File: config.mk
export PLATFORM = sky130hd
export DESIGN_NAME = sio_cfg_port
export DESIGN_NICKNAME = d
export VERILOG_FILES = /design/src/rtl/sio_cfg_pkg.sv /design/src/rtl/sio_key_detect.sv /design/src/rtl/sio_cfg_regs.sv /design/src/rtl/sio_cfg_port.sv
export SDC_FILE = /design/constraint.sdc
export NUM_CORES = 1
export LEC_CHECK = 0
export BUFFER_PORTS_ARGS = -buffer_cell sky130_fd_sc_hd__buf_4
export CAP_MARGIN = 20
export CORE_MARGIN = 2
export CORE_UTILIZATION = 65
export CTS_BUF_LIST = sky130_fd_sc_hd__clkbuf_2 sky130_fd_sc_hd__clkbuf_4 sky130_fd_sc_hd__clkbuf_8
export CTS_CLUSTER_DIAMETER = 80
export CTS_CLUSTER_SIZE = 24
export DETAILED_ROUTE_END_ITERATION = 8
export HOLD_SLACK_MARGIN = 0.08
export MAX_ROUTING_LAYER = met4
export PLACE_DENSITY = 0.82
export SYNTH_ARGS = -nofsm -noshare
export SYNTH_HDL_FRONTEND = slang
export SYNTH_SLANG_ARGS = --single-unit
File: constraint.sdc
create_clock -name clk_i -period 3.43 [get_ports clk_i]
set_input_delay 0.1715 -clock clk_i [delete_from_list [all_inputs] [get_ports clk_i]]
set_output_delay 0.1715 -clock clk_i [all_outputs]
set_load 0.01 [all_outputs]
File: src/rtl/sio_cfg_pkg.sv
package sio_cfg_pkg;
  localparam int          NPORT     = 2;
  localparam logic [NPORT-1:0][15:0] PORT_BASE = {16'h004E, 16'h002E};
  localparam logic [NPORT-1:0][7:0]  KEY_LAST  = {8'hAA, 8'h55};
  localparam logic [7:0]  KEY_B0    = 8'h87;
  localparam logic [7:0]  KEY_B1    = 8'h01;
  localparam logic [7:0]  KEY_B2    = 8'h55;
  localparam logic [7:0]  IDX_EXIT  = 8'h02;
  localparam logic [7:0]  EXIT_VAL  = 8'h02;
  localparam logic [7:0]  IDX_LDN   = 8'h07;
  localparam logic [7:0]  IDX_ID_HI = 8'h20;
  localparam logic [7:0]  IDX_ID_LO = 8'h21;
  localparam logic [7:0]  IDX_FCTL  = 8'h24;
  localparam logic [7:0]  IDX_BAR0  = 8'h60;
  localparam logic [15:0] CHIP_ID   = 16'h8716;
endpackage

File: src/rtl/sio_key_detect.sv
module sio_key_detect
  import sio_cfg_pkg::*;
#(
  parameter logic [7:0] LAST = 8'h55
) (
  input  logic       clk_i,
  input  logic       rst_ni,
  input  logic       clr_i,
  input  logic       vld_i,
  input  logic [7:0] byte_i,
  output logic       hit_o
);
  logic [1:0] step_q;
  logic [7:0] exp_b;

  always_comb begin
    case (step_q)
      2'd0:    exp_b = KEY_B0;
      2'd1:    exp_b = KEY_B1;
      2'd2:    exp_b = KEY_B2;
      default: exp_b = LAST;
    endcase
  end

  assign hit_o = vld_i && (byte_i == exp_b) && (step_q == 2'd3);

  always_ff @(posedge clk_i or negedge rst_ni) begin
    if (!rst_ni)                step_q <= 2'd0;
    else if (clr_i)             step_q <= 2'd0;
    else if (vld_i) begin
      if (byte_i == exp_b)      step_q <= step_q + 2'd1;
      else if (byte_i == KEY_B0) step_q <= 2'd1;  // mismatch may start a new key
      else                      step_q <= 2'd0;
    end
  end

  assert_mismatch_restart_R4: assert property (@(posedge clk_i) disable iff (!rst_ni)
    (vld_i && !clr_i && byte_i != exp_b && byte_i != KEY_B0) |=> step_q == 2'd0);
  assert_first_byte_R4: assert property (@(posedge clk_i) disable iff (!rst_ni)
    (vld_i && !clr_i && byte_i == KEY_B0 && step_q != 2'd1) |=> step_q == 2'd1);
endmodule

File: src/rtl/sio_cfg_regs.sv
module sio_cfg_regs
  import sio_cfg_pkg::*;
#(
  parameter int NUM_LDN   = 8,
  parameter int BAR_BYTES = 6
) (
  input  logic       clk_i,
  input  logic       rst_ni,
  input  logic       wr_i,
  input  logic [7:0] idx_i,
  input  logic [7:0] wdata_i,
  output logic [7:0] rdata_o,
  output logic       exit_o
);
  logic [7:0] ldn_q;
  logic [7:0] fctl_q;
  logic [7:0] bar_q [NUM_LDN][BAR_BYTES];

  assign exit_o = wr_i && (idx_i == IDX_EXIT) && (wdata_i == EXIT_VAL);

  always_ff @(posedge clk_i or negedge rst_ni) begin
    if (!rst_ni) begin
      ldn_q  <= 8'h00;
      fctl_q <= 8'h00;
    end else if (wr_i) begin
      if (idx_i == IDX_LDN)  ldn_q  <= wdata_i;
      if (idx_i == IDX_FCTL) fctl_q <= wdata_i;
    end
  end

  for (genvar l = 0; l < NUM_LDN; l++) begin : g_ldn
    for (genvar b = 0; b < BAR_BYTES; b++) begin : g_byte
      always_ff @(posedge clk_i or negedge rst_ni) begin
        if (!rst_ni)
          bar_q[l][b] <= 8'h00;
        else if (wr_i && ldn_q == 8'(l) && idx_i == IDX_BAR0 + 8'(b))
          bar_q[l][b] <= wdata_i;
      end
    end
  end

  always_comb begin
    rdata_o = 8'h00;
    case (idx_i)
      IDX_LDN:   rdata_o = ldn_q;
      IDX_ID_HI: rdata_o = CHIP_ID[15:8];
      IDX_ID_LO: rdata_o = CHIP_ID[7:0];
      IDX_FCTL:  rdata_o = fctl_q;
      default: begin
        for (int l = 0; l < NUM_LDN; l++)
          for (int b = 0; b < BAR_BYTES; b++)
            if (ldn_q == 8'(l) && idx_i == IDX_BAR0 + 8'(b)) rdata_o = bar_q[l][b];
      end
    endcase
  end

  assert_id_hi_fixed_R7: assert property (@(posedge clk_i) disable iff (!rst_ni)
    (idx_i == IDX_ID_HI) |-> rdata_o == 8'h87);
  assert_ldn_write_R8: assert property (@(posedge clk_i) disable iff (!rst_ni)
    (wr_i && idx_i == IDX_LDN) |=> ldn_q == $past(wdata_i));
endmodule

File: src/rtl/sio_cfg_port.sv
module sio_cfg_port
  import sio_cfg_pkg::*;
#(
  parameter int NUM_LDN   = 8,
  parameter int BAR_BYTES = 6
) (
  input  logic        clk_i,
  input  logic        rst_ni,
  input  logic [15:0] addr_i,
  input  logic [7:0]  wdata_i,
  input  logic        wr_i,
  input  logic        rd_i,
  output logic [7:0]  rdata_o,
  output logic        cfg_open_o
);
  localparam int SELW = (NPORT > 1) ? $clog2(NPORT) : 1;

  logic [NPORT-1:0] idx_hit, dat_hit, key_hit;
  logic             open_q;
  logic [SELW-1:0]  sel_q, sel_n;
  logic [7:0]       index_q, rf_rdata;
  logic             sel_idx, sel_dat, rf_wr, exit_pulse;

  for (genvar p = 0; p < NPORT; p++) begin : g_port
    assign idx_hit[p] = (addr_i == PORT_BASE[p]);
    assign dat_hit[p] = (addr_i == PORT_BASE[p] + 16'd1);
    sio_key_detect #(.LAST(KEY_LAST[p])) u_key (
      .clk_i  (clk_i),
      .rst_ni (rst_ni),
      .clr_i  (exit_pulse || (|key_hit)),
      .vld_i  (!open_q && wr_i && idx_hit[p]),
      .byte_i (wdata_i),
      .hit_o  (key_hit[p])
    );
  end

  always_comb begin
    sel_n = sel_q;
    for (int p = 0; p < NPORT; p++)
      if (key_hit[p]) sel_n = SELW'(p);
  end

  assign sel_idx = idx_hit[sel_q];
  assign sel_dat = dat_hit[sel_q];
  assign rf_wr   = open_q && wr_i && sel_dat;

  always_ff @(posedge clk_i or negedge rst_ni) begin
    if (!rst_ni) begin
      open_q  <= 1'b0;
      sel_q   <= '0;
      index_q <= 8'h00;
    end else begin
      if (exit_pulse)             open_q <= 1'b0;
      else if (!open_q && |key_hit) begin
        open_q <= 1'b1;
        sel_q  <= sel_n;
      end
      if (open_q && wr_i && sel_idx) index_q <= wdata_i;
    end
  end

  sio_cfg_regs #(.NUM_LDN(NUM_LDN), .BAR_BYTES(BAR_BYTES)) u_regs (
    .clk_i   (clk_i),
    .rst_ni  (rst_ni),
    .wr_i    (rf_wr),
    .idx_i   (index_q),
    .wdata_i (wdata_i),
    .rdata_o (rf_rdata),
    .exit_o  (exit_pulse)
  );

  assign rdata_o    = (open_q && rd_i && sel_dat) ? rf_rdata : 8'hFF;
  assign cfg_open_o = open_q;

  assert_unlock_needs_key_R2: assert property (@(posedge clk_i) disable iff (!rst_ni)
    $rose(open_q) |-> $past(|key_hit));
  assert_locked_reads_ff_R5: assert property (@(posedge clk_i) disable iff (!rst_ni)
    (!cfg_open_o && rd_i) |-> rdata_o == 8'hFF);
  assert_other_pair_ff_R6: assert property (@(posedge clk_i) disable iff (!rst_ni)
    (rd_i && !sel_dat) |-> rdata_o == 8'hFF);
  assert_exit_relocks_R10: assert property (@(posedge clk_i) disable iff (!rst_ni)
    (open_q && wr_i && sel_dat && index_q == IDX_EXIT && wdata_i == EXIT_VAL) |=> !open_q);
  assert_single_key_hit_R3: assert property (@(posedge clk_i) disable iff (!rst_ni)
    $onehot0(key_hit));
endmodule

; Word-level counts from Yosys, hierarchy flattened
; Cells that the tools add are included.
[totals]
output_inout_bits = 9
input_bits = 28
register_bits = 414
[classes]
addsub = 2
n_eq_ne = 31
mux = 67
magnitude_cmp = 1
n_bitwise = 1
reduce_logical = 132
[op_table]
columns = operator, count
row1 = two-way mux 8 bit, 49
row2 = logical AND 1 bit, 119
row3 = "== test 8 x 7 -> 1 bit, second input constant", 6
row4 = "== test 8 x 3 -> 1 bit, second input constant", 5
row5 = "== test 16 x 6 -> 1 bit, second input constant", 2
row6 = "== test 16 x 7 -> 1 bit, second input constant", 2
row7 = "== test 8 x 2 -> 1 bit, second input constant", 4
row8 = case mux 8 bit (4 select lines), 1
row9 = "== test 8 x 6 -> 1 bit, second input constant", 3
row10 = case mux 8 bit (3 select lines), 1
row11 = == test 8 bit, 2
row12 = case mux 8 bit (2 select lines), 1
row13 = two-way mux 2 bit, 6
row14 = two-way mux 1 bit, 9
row15 = "== test 8 x 1 -> 1 bit, second input constant", 1
row16 = "== test 8 bit, second input constant", 1
row17 = zero test 8 bit, 1
row18 = nonzero test 2 bit, 4
row19 = "== test 2 bit, second input constant", 3
row20 = "adder 2 x 1 -> 2 bit, second input constant", 2
row21 = "== test 2 x 1 -> 1 bit, second input constant", 2
row22 = zero test 2 bit, 2
row23 = AND reduction 2 bit, 2
row24 = AND reduction 3 bit, 1
row25 = other kinds (5), 5

; Logic depth before layout (Yosys ltp)
[logic_depth]
word_depth = 52
ltp_mapped = 13
mapped_depth_nobuf = 11

; Cells and area by module
; From an unflattened synthesis, not the netlist that was laid out.
[unflattened]
cells_unflattened = 1793
hier_area_um2 = 21028.9
[by_module_without_submodules]
columns = module, cells_per_inst, area_each_um2, seq_area_each_um2, instances
row1 = sio_cfg_regs, 1687, 19957.9, 10009.6, 1
row2 = sio_cfg_port, 52, 586.8, 250.2, 1
row3 = sio_key_detect (g_port[0].u_key), 28, 259.0, 50.0, 1
row4 = sio_key_detect (g_port[1].u_key), 26, 225.2, 50.0, 1

; Worst setup path before layout
; No wires, ideal clock.
[synth_path]
path_kind = flip-flop to output port
from = reg u_regs.ldn_q[4]
to = out rdata_o[7]
t_arrival_ps = 2906
n_path_buf = 2
path_slack_ps = 353
stages_incl_launch_ff = 13
path_cell_list = dfrtp_1 > or4_1 > buf_4 > buf_6 > nor4_4 > a22oi_1 > nand4_1 > nor2_1 > a311oi_1 > o21ai_1 > a221o_1 > a311o_1 > nand3_1
[synth_between]
elab_chain_cells = 52
word_cells_on_any_way = 106
cone_classes = eq/ne (7) / mux (50) / reduce/logical (49)
[synth_lines]
columns = item, line_no
row1 = from (decl), sio_cfg_regs.sv:15  ; logic [7:0] ldn_q;
row2 = from (signal assigned), sio_cfg_regs.sv:26  ; if (idx_i == IDX_LDN) ldn_q <= wdata_i;
row3 = zero test 8 bit, sio_cfg_regs.sv:52  ; if (ldn_q == 8'(l) && idx_i == IDX_BAR0 + 8'(b)) rdata_o = bar_q[l][b];
row4 = logical AND 1 bit, sio_cfg_regs.sv:52
row5 = two-way mux 8 bit (47 in a row), sio_cfg_regs.sv:52
row6 = two-way mux 8 bit (*), sio_cfg_regs.sv:52
row7 = case mux 8 bit (4 select lines) (*), sio_cfg_regs.sv:44  ; case (idx_i)
row8 = two-way mux 8 bit (*), sio_cfg_port.sv:72  ; assign rdata_o = (open_q && rd_i && sel_dat) ? rf_rdata : 8'hFF;
row9 = to (decl), sio_cfg_port.sv:13  ; output logic [7:0] rdata_o,
; Every way passes the cells marked *; elsewhere a longest branch is shown, timed or not.

; Worst setup path in the final report
[layout_path]
from = reg u_regs.ldn_q[6]
to = out rdata_o[7]
; Same word-level chain as after synthesis.

==> run summary <==
Outcome - finished with violations
Failing checks - DRC, setup timing
Total number of vias - 17700
Max-slew headroom - 35.5%
Worst endpoint required time - 3260 ps
Final Hold Fails - 0
Cell-internal power - 5.64 mW
PD cells - 297 nW/um2
Post-synthesis sequential area ratio - 51.1%
Final setup margin - -877 ps
Syn Nets - 1779
Fillers - 1731
Tcrit/Tclk final - 126%
Die W - 181 um
Critical path capture point - rdata_o[7]
DIE HEIGHT - 181 um
DRT antenna net count - 0
Gpl congestion - 0.998
Cell family with most CP delay - compound AO/OA/AOI/OAI gates
Crit-path cells - buf_6 > nor4_4 > buf_6 > buf_12 > buf_8 > nand3_1 > buf_4 > buf_4 > nor2_1 > a221oi_1 > a21oi_2 > o21ai_4 > a221o_1 > a311o_1 > nand3_2 > buf_4
FF+latch count, synth - 414
CP Launch Point - u_regs.ldn_q[6]
Synthesized cell area - 20300 um2
Fraction of layout cells with a size suffix above 1 - 47.2%
Top FF cell, synth - dfrtp_1
Synth area leaders - dfrtp_1, mux2_2, nor2_1
CP Launch Type - flop
Clock power frac - 30.4%
Remaining Overflow, GRT - 0
Clock skew - 18.8 ps
FP Rows - 64
Worst slack at placement - -527 ps
DRC - 8
IO Pins - 37
Synthesized area per cell - 11.6 um2
Most instantiated library cell after synthesis - dfrtp_1
Async SR Flop Fraction - 100%
Clk Latency, worst-skew pair - 610 ps
Final wirelength - 68800 um
Worst r2r dst - u_regs.bar_q[119]
CTS tree - done
# nets final - 2083
Root Driver - clkbuf_8
Vias per inst - 7.20
Mapped Cells - 1743
Worst vdd ir - 440 uV
RSZ-0062 raised after global routing - true
Post-DR wirelength/cell - 28.0 um
H-tree depth - 1
Max Clk Rate - 0.232 GHz
Worst Path Buf+Inv - 7
Core area - 30700 um2
Yosys cell types - 74
Largest net degree at the start of global routing - 98
Slew Limit Fails - 0
Hold WC Path Type - input pin to asynchronous set/reset pin
Slew @ Worst Pin - 944 ps
Ys Warns - 0
Top cells by count, synth - dfrtp_1, mux2_2, nor2_1, nand2_1, clkbuf_1
Worst-path clk slew - 150 ps
Synth top area share - 51.1%
Switching pwr - 1.75 mW
Static leakage - 12.1 nW
R2r setup slk - 290 ps
Worst setup EP type - output pin
Arr. time, crit path - 4140 ps
Comb pwr share - 3.5%
Worst reg-to-reg path cell count - 10
Critical Setup Path Class - flop to output pin
DP Wirelength - 46600 um
CTS Buffer Depth - 3
Initial antenna violation count - 0
Die area - 32600 um2
R2R Path Start - u_regs.ldn_q[5]
Clock Sinks - 414
Area grow syn2layout - 22.6%
GR Util All Layers - 42.3%
Crit path max fanout - 6
Switching share of power - 23.7%
CP peak stage delay - 450 ps
Initial core utilization - 66.1%
Area leader, netlist - dfrtp_1
Sequential Power Share - 66.1%
Cell with the most instances on the worst path - buf_4
Number of synthesized flops with an enable pin - 0
Starting DRT DRC Count - 2772
First-pass GRT wire length - 103000 um
Setup violators final - 8
Initial DRT Pass Iterations - 9
Total negative slack - -6030 ps
Worst path slowest cell - dfrtp_1
WP depth - 16
Tmin final - 4310 ps
Max_cap viols - 0
CTS Buf Count - 22
Vias in the first global route - 17600
Port bufs - 36
[stage by stage]
stage | utilization (%) | instance area [um2] | hold WS (ps) | total power, mW | instances
CTS | 79.0 | 24200 | 144 | 7.38 | 2437
global route | 81.0 | 24900 | 174 | 7.59 | 2451
finish | 81.0 | 24900 | 130 | 7.39 | 2453
floorplan | - | 20300 | -124 | 5.04 | 1743
global placement | 75.5 | 23200 | 203 | 5.22 | 2389
detailed placement | 75.5 | 23200 | 213 | 5.22 | 2389
[power by group through the flow]
stage | clock network, mW | logic (mW) | registers [mW]
floorplan | 0 | 0.0677 | 4.97
global placement | 0 | 0.246 | 4.97
detailed placement | 0 | 0.251 | 4.97
CTS | 2.25 | 0.258 | 4.88
global route | 2.43 | 0.283 | 4.88
finish | 2.25 | 0.260 | 4.88
[logic make-up after synthesis]
kind of cell,synth area share (%)
AOI/OAI and AO/OA,11.4
xor gates and xnor gates,0.130
adders and majority gates,0.494
buffers and inverters,2.24
DFF,51.1
muxes,22.7
and+or+nand+nor,12.0
[how the worst min path moves through the flow]
| stage | cells after the start | from | slack [ps] | to |
|---|---|---|---|---|
| after floorplan | 0 | rst_ni | -120 | cfg_open_o |
| after global routing | 2 | rst_ni | 170 | u_regs.bar_q[275] |
| final | 2 | rst_ni | 130 | u_regs.bar_q[275] |
| after detailed placement | 1 | rst_ni | 210 | u_regs.bar_q[275] |
| after global placement | 1 | rst_ni | 200 | u_regs.bar_q[275] |
| after CTS | 2 | rst_ni | 140 | u_regs.bar_q[275] |
[state kept, by name, summed over array words and instances, names as in the netlist]
signal and count:
u_regs.fctl_q 8, cfg_open_o 1, index_q 8, g_port.u_key.step_q 4, sel_q 1, u_regs.bar_q 384
u_regs.ldn_q 8
[cell type report]
cell class / instances / area (um2) / area share [%]
Sequential cell: 414 / 10400 / 41.7
Tap cell: 396 / 495 / 1.99
Multi-Input combinational cell: 1217 / 10400 / 41.6
Timing Repair Buffer: 385 / 3210 / 12.9
Inverter: 7 / 26.3 / 0.106
Antenna cell: 2 / 5.00 / 0.0201
Clock inverter: 5 / 46.3 / 0.186
Clock buffer: 27 / 359 / 1.44
[what timing repair did]
action | CTS | global route
pin swaps | 41 | 46
endpoints found under the setup margin | 8 | 8
cloned | 0 | 1
hold endpoints to repair | 120 | 0
gates resized for setup | 111 | 102
hold buffers | 9 | 0
setup buffers | 7 | 15
[worst reg2reg max path, cell delays in order, from the launching register on]
cell	delay, ps
dfrtp_1	420
or4_4	600
buf_12	160
clkbuf_16	150
nor4_4	340
buf_4	180
nand2_1	100
buf_4	190
nor2_1	310
buf_4	220
mux2_2	360
[metal layers]
layer / track usage (%) / up-vias / share of wire [%]
met5: - / - / 0
met4: 17.5 / 0 / 4.9
met3: 8.61 / 306 / 12
met2: 63.7 / 1416 / 46
met1: 56.5 / 8747 / 38
li1: - / 7197 / -
[layout by cell type, fill, tap and decap left out, types with 8 or more instances in the layout]
cell / n
nor3_2: 10
dfrtp_1: 410
nand2_2: 14
clkbuf_8: 25
o221ai_1: 10
buf_6: 20
a222oi_1: 19
a21oi_1: 41
o211ai_1: 11
nand2b_1: 8
o21ai_1: 8
a22oi_1: 33
o22ai_2: 8
ha_1: 8
nor2_1: 117
o22ai_1: 49
nand4_1: 23
buf_12: 15
nand2_1: 107
o21ai_0: 32
nor2b_1: 8
or4_1: 17
nor3_1: 35
buf_4: 338
a221oi_1: 22
mux2_2: 406
nor4_4: 8
nor4_1: 11
nand3_1: 32
dlygate4sd3_1: 9
nor2_2: 15
(Power assumes the default switching activity.)
